[config.mk]
export PLATFORM = sky130hd
export DESIGN_NAME = i2c_baud_gen
export DESIGN_NICKNAME = d
export VERILOG_FILES = /design/src/rtl/i2c_bg_pkg.sv /design/src/rtl/bg_phase_tick.sv /design/src/rtl/bg_scl_sync.sv /design/src/rtl/bg_downcounter.sv /design/src/rtl/i2c_baud_gen.sv
export SDC_FILE = /design/constraint.sdc
export NUM_CORES = 1
export LEC_CHECK = 0
export BUFFER_PORTS_ARGS = -buffer_cell sky130_fd_sc_hd__buf_2
export CORE_UTILIZATION = 48
export CTS_CLUSTER_SIZE = 20
export DETAILED_ROUTE_END_ITERATION = 10
export HOLD_SLACK_MARGIN = 0.12
export PLACE_DENSITY = 0.78
export SLEW_MARGIN = 20
export SYNTH_ARGS = -nofsm -noshare
export SYNTH_HDL_FRONTEND = slang
export SYNTH_HIERARCHICAL = 1
export SYNTH_SLANG_ARGS = --single-unit
export TNS_END_PERCENT = 1
[constraint.sdc]
create_clock -name clk -period 2.15 [get_ports clk]
set_clock_uncertainty 0.05 [all_clocks]
set_input_delay 0.5375 -clock clk [delete_from_list [all_inputs] [get_ports clk]]
set_output_delay 0.5375 -clock clk [all_outputs]
set_load 0.02 [all_outputs]
[src/rtl/i2c_bg_pkg.sv]
package i2c_bg_pkg;

  typedef enum logic [0:0] {
    BG_IDLE = 1'b0,
    BG_HOLD = 1'b1
  } bg_state_t;

  // Duration field to load value: never below one.
  function automatic int unsigned bg_floor_one(input int unsigned field);
    return (field == 0) ? 1 : field;
  endfunction

  // True when this step takes the count from one to zero.
  function automatic logic bg_is_last(input int unsigned count);
    return count == 1;
  endfunction

endpackage

[src/rtl/bg_phase_tick.sv]
module bg_phase_tick #(
  parameter int PHASES = 4
) (
  input  logic clk,
  input  logic rst_n,
  input  logic clr,
  input  logic restart,
  output logic tick
);
  localparam int PH_W = (PHASES > 2) ? $clog2(PHASES) : 1;
  localparam int HALF = PHASES / 2;

  logic [PH_W-1:0] phase_q;

  always_ff @(posedge clk or negedge rst_n) begin
    if (!rst_n)                 phase_q <= '0;
    else if (clr || restart)    phase_q <= '0;
    else if (phase_q == PH_W'(PHASES - 1)) phase_q <= '0;
    else                        phase_q <= phase_q + 1'b1;
  end

  // Two count steps per instruction period: the last phase of each half.
  always_comb tick = (int'(phase_q) % HALF) == (HALF - 1);

  assert_tick_spacing_R2: assert property (@(posedge clk) disable iff (!rst_n)
    (tick && !restart && !clr) |=> !tick);

endmodule

[src/rtl/bg_scl_sync.sv]
module bg_scl_sync #(
  parameter int STAGES = 2
) (
  input  logic clk,
  input  logic rst_n,
  input  logic din,
  output logic dout
);
  logic [STAGES-1:0] stage_q;

  for (genvar i = 0; i < STAGES; i++) begin : g_stage
    if (i == 0) begin : g_first
      always_ff @(posedge clk or negedge rst_n) begin
        if (!rst_n) stage_q[i] <= 1'b0;
        else        stage_q[i] <= din;
      end
    end else begin : g_next
      always_ff @(posedge clk or negedge rst_n) begin
        if (!rst_n) stage_q[i] <= 1'b0;
        else        stage_q[i] <= stage_q[i-1];
      end
    end
  end

  assign dout = stage_q[STAGES-1];

endmodule

[src/rtl/bg_downcounter.sv]
module bg_downcounter
  import i2c_bg_pkg::*;
#(
  parameter int CNT_W = 7
) (
  input  logic             clk,
  input  logic             rst_n,
  input  logic             clr,
  input  logic             load,
  input  logic [CNT_W-1:0] load_val,
  input  logic             tick,
  output logic [CNT_W-1:0] count,
  output logic             tc
);
  logic [CNT_W-1:0] count_q;
  logic             tc_q;
  logic             step;

  always_comb step = tick && (count_q != '0);

  always_ff @(posedge clk or negedge rst_n) begin
    if (!rst_n) begin
      count_q <= '0;
      tc_q    <= 1'b0;
    end else if (clr) begin
      count_q <= '0;
      tc_q    <= 1'b0;
    end else if (load) begin
      count_q <= load_val;
      tc_q    <= 1'b0;
    end else if (step) begin
      count_q <= count_q - 1'b1;
      tc_q    <= bg_is_last(int'(count_q));
    end else begin
      tc_q    <= 1'b0;
    end
  end

  assign count = count_q;
  assign tc    = tc_q;

  assert_load_value_R1: assert property (@(posedge clk) disable iff (!rst_n)
    (load && !clr) |=> count_q == $past(load_val));
  assert_hold_zero_R3: assert property (@(posedge clk) disable iff (!rst_n)
    (count_q == '0 && !load) |=> count_q == '0);
  assert_tc_width_R4: assert property (@(posedge clk) disable iff (!rst_n)
    tc_q |=> !tc_q);
  assert_tc_at_zero_R4: assert property (@(posedge clk) disable iff (!rst_n)
    tc_q |-> count_q == '0);
  assert_no_step_R2: assert property (@(posedge clk) disable iff (!rst_n)
    (!tick && !load && !clr) |=> $stable(count_q));

endmodule

[src/rtl/i2c_baud_gen.sv]
module i2c_baud_gen
  import i2c_bg_pkg::*;
#(
  parameter int CFG_W       = 8,
  parameter int CNT_W       = 7,
  parameter int SYNC_STAGES = 2,
  parameter int PHASES      = 4
) (
  input  logic             clk,
  input  logic             rst_n,
  input  logic             enable,
  input  logic [CFG_W-1:0] cfg_reg,
  input  logic             phase_load,
  input  logic             scl_release,
  input  logic             scl_in,
  output logic [CNT_W-1:0] count_value,
  output logic             tc_pulse,
  output logic             stretch_wait
);
  bg_state_t        state_q;
  logic             scl_hi;
  logic             reload_evt;
  logic             tick;
  logic [CNT_W-1:0] load_val;
  logic             unused_cfg;

  assign unused_cfg = ^cfg_reg[CFG_W-1:CNT_W];

  always_comb load_val = CNT_W'(bg_floor_one(int'(cfg_reg[CNT_W-1:0])));

  bg_scl_sync #(.STAGES(SYNC_STAGES)) u_sync (
    .clk(clk), .rst_n(rst_n), .din(scl_in), .dout(scl_hi)
  );

  // Load when asked (now or earlier) and SCL is either driven low or seen high.
  always_comb reload_evt = enable && (phase_load || state_q == BG_HOLD)
                           && (!scl_release || scl_hi);

  always_ff @(posedge clk or negedge rst_n) begin
    if (!rst_n)           state_q <= BG_IDLE;
    else if (!enable)     state_q <= BG_IDLE;
    else if (reload_evt)  state_q <= BG_IDLE;
    else if (phase_load)  state_q <= BG_HOLD;
  end

  bg_phase_tick #(.PHASES(PHASES)) u_tick (
    .clk(clk), .rst_n(rst_n), .clr(!enable), .restart(reload_evt), .tick(tick)
  );

  bg_downcounter #(.CNT_W(CNT_W)) u_cnt (
    .clk(clk), .rst_n(rst_n), .clr(!enable), .load(reload_evt),
    .load_val(load_val), .tick(tick), .count(count_value), .tc(tc_pulse)
  );

  assign stretch_wait = (state_q == BG_HOLD);

  assert_nonzero_load_R8: assert property (@(posedge clk) disable iff (!rst_n)
    reload_evt |=> count_value != '0);
  assert_disable_clear_R9: assert property (@(posedge clk) disable iff (!rst_n)
    !enable |=> (count_value == '0 && !tc_pulse && !stretch_wait));
  assert_wait_no_load_R5: assert property (@(posedge clk) disable iff (!rst_n)
    (stretch_wait && scl_release && !scl_hi && enable) |=> $stable(count_value) || $past(tick));

endmodule

==> flow_summary_export.csv <==
group,metric,value,unit
drt,viasPerCell,5.61,
critical_path,path_class,"reg2reg",
cts,htree_levels,1,
critical_path,max_stage_delay,0.64,ns
global_route,antenna_found_initial,0,
drt,drc,0,
sta,finalHoldViolCount,0,
placement,dp_hpwl,1180,microns
drt,num_vias,634,
drt,finalWirelength,1520,microns
global_route,grt_pass1_vias,534,
drt,drt-initial-drc-count,17,
critical_path,worstPathRequired,2.27,ns
sta,min_period,1.90,ns
sta,period_share,88.4,%
sta,max_slew_margin,76.3,%
global_route,overflow,0,
synth,yosysSeqAreaShare,45.1,%
floorplan,die_height,40.8,microns
synth,synthTopCellsByArea,"dfrtp_1 45%, ha_1 6.9%, nor2_1 4.7%",
placement,dp.cells,108,
sta,grt_setup_unrepaired,"no",
placement,portBuffers,21,
drt,drtAntennaViolNets,0,
synth,synth_fp_nets,94,
drt,wl_per_cell,13.5,microns
pwr,finalPower,0.000640,W
pwr,p_sw_share,34.2,%
cts,clkLatencyLatePin,0.28,ns
cts,clk_pin_slew,0.09,ns
cts,clock_sink_count,13,
critical_path,worstPathMaxFanout,5,
synth,synth_top_area_share,45.1,%
pwr,vdd_drop_max,435,uV
status,status,"complete, no violations",
critical_path,crit_chain,"inv_1, ha_1, nand2b_1, nor2_1, or4b_2, o2111a_1",
synth,ys_ff_latch,13,
floorplan,die-width,40.8,microns
cts,cts_tree,"done",
layout,fin_nets,117,
critical_path,startpoint_type,"flop",
synth,synth_top_area_cell,"dfrtp_1",
layout,final_common_cell,"buf_2",
global_route,grt_max_degree,14,
critical_path,cp_slowest_cell,"or4b_2",
placement,gp_congestion,0.820,
synth,yosysWarningCount,6,
critical_path,r2r_slack,0.25,ns
sta,finalSetupViolCount,0,
layout,final_cell_mix,"21 x buf_2, 13 x dfrtp_1, 9 x nor2_1, 6 x inv_1, 6 x o21ai_0",
cts,post_cts_resized,0,
floorplan,fp.coreArea,0.00135,sq mm
cts,clockBufferDepth,2,
pwr,power_density,730,mW/mm^2
layout,final_cells,113,
layout,synthToLayoutAreaGrowth,21.5,%
critical_path,cp-end-kind,"flop",
pwr,internal_power,0.000421,W
pwr,leakage,0.431,nW
global_route,grt_pass1_wl,2210,microns
sta,whs,0.304,ns
pwr,combPwrFrac,29.8,%
run,maxCapViolCount,0,
floorplan,rows,13,
hold_path,hold_class,"reg2reg",
sta,slew_viol_final,0,
floorplan,start_util,53.4,%
global_route,track_usage,21.5,%
synth,ys_types,30,
cts,cts_made_buffers,3,
layout,final_layout_size_suffix_gt1_share,31.6,%
sta,setup_ws,0.249,ns
cts,cts_root_buf,"clkbuf_4",
sta,tns,0,ns
cts,post_cts_buffers,0,
pwr,seqPwrFrac,46.2,%
synth,syn_area,721,sq um
critical_path,arrival,2.02,ns
pwr,p_clk_share,24.0,%
layout,fillCellCount,116,
pwr,switchingPower,0.000219,W
layout,antennaDiodeCount,0,
sta,fmax,526,MHz
synth,postSynthCellCount,76,
synth,syn_avg_cell_area,9.48,sq um
placement,post-place-ws,0.173,ns
floorplan,ios,23,
sta,tightest_slew,0.355,ns
floorplan,die_area,0.00166,sq mm
drt,drt-pass1-iter-count,4,
## synth_stat cells
cell type / instances
or4_1: 1
inv_1: 6
o21ai_0: 6
nand2b_1: 1
xor2_1: 1
or4b_2: 1
o2111a_1: 1
o221a_2: 1
a211oi_1: 1
a311oi_1: 2
a21oi_1: 3
nand4_1: 1
nor4b_1: 2
clkbuf_1: 6
nor4_2: 1
o31a_1: 1
nor3_1: 1
o22ai_1: 1
dfrtp_1: 13
or4_4: 1
buf_2: 1
ha_1: 4
nand3_1: 2
o31ai_1: 1
nand2_1: 2
nor2_1: 9
a21o_1: 1
xnor2_1: 1
nor3b_1: 2
nor4_1: 2
## final timing paths
path                                   startpoint                 to  cells past startpoint
worst max register to register     u_cnt/count[0]     u_cnt/count[5]                      6
worst min register to register  u_sync/stage_q[0]        u_sync/dout                      0
max in group asynchronous                   rst_n  u_sync/stage_q[0]                      2
worst max-delay path               u_cnt/count[0]     u_cnt/count[5]                      6
min in group asynchronous                   rst_n     u_cnt/count[6]                      2
worst min-delay path            u_sync/stage_q[0]        u_sync/dout                      0
## power groups by stage
stage	Clock, W	Combinational (W)	Sequential [W]
final	0.000154	0.000191	0.000295
after global routing	0.000169	0.000212	0.000301
after CTS	0.000159	0.000191	0.000295
after detailed placement	0	0.000189	0.000300
after global placement	0	0.000185	0.000299
after floorplan	0	0.000110	0.000317
## worst max-delay path, delay by kind of cell, from the launching register on
family                   cells  cell delay, ns
AND/OR/NAND/NOR              3            0.85
AO/OA/AOI/OAI                1            0.14
flip-flops                   1            0.41
adder cells (fa/ha/maj)      1            0.24
buffers and inverters        1            0.12
## cell families after synthesis
family | share of synthesized area, %
AND/OR/NAND/NOR | 21.5
XOR/XNOR | 2.43
AO/OA/AOI/OAI | 17.0
buffers and inverters | 6.94
adder cells (fa/ha/maj) | 6.94
flip-flops | 45.1
## per-layer routing
metal / global-route usage (%) / up-vias / part of all wire [%]
met4: 12.5 / 0 / 0.98
li1: - / 316 / -
met5: 0 / - / 0
met2: 34.1 / 18 / 48
met1: 26.4 / 298 / 47
met3: 4.89 / 2 / 4.7
## metrics by stage
step,instance area (sq um),util [%]
finish,876,64.9
global route,876,64.9
CTS,876,64.9
detailed placement,840,62.2
global placement,840,62.2
floorplan,721,-
## state kept, by name, summed over array words and instances (netlist names)
register and cells:
u_sync/stage_q 1, u_cnt/tc 1, u_sync/dout 1, stretch_wait 1, u_cnt/count 7, u_tick/phase_q 2
## cell type report
type                       count  area [sq um]  area share, %
clock buffer                   4          26.3           3.00
inverter                       6          22.5           2.57
multi-input combinational     50           345           39.4
sequential                    13           325           37.1
tap                           15          18.8           2.14
timing repair buffer          25           138           15.7
## repair_timing
item | CTS | global route
endpoints found under the hold margin | 13 | 0
setup endpoints to repair | 0 | 0
hold buffers | 1 | 0
(Power assumes the default switching activity.)
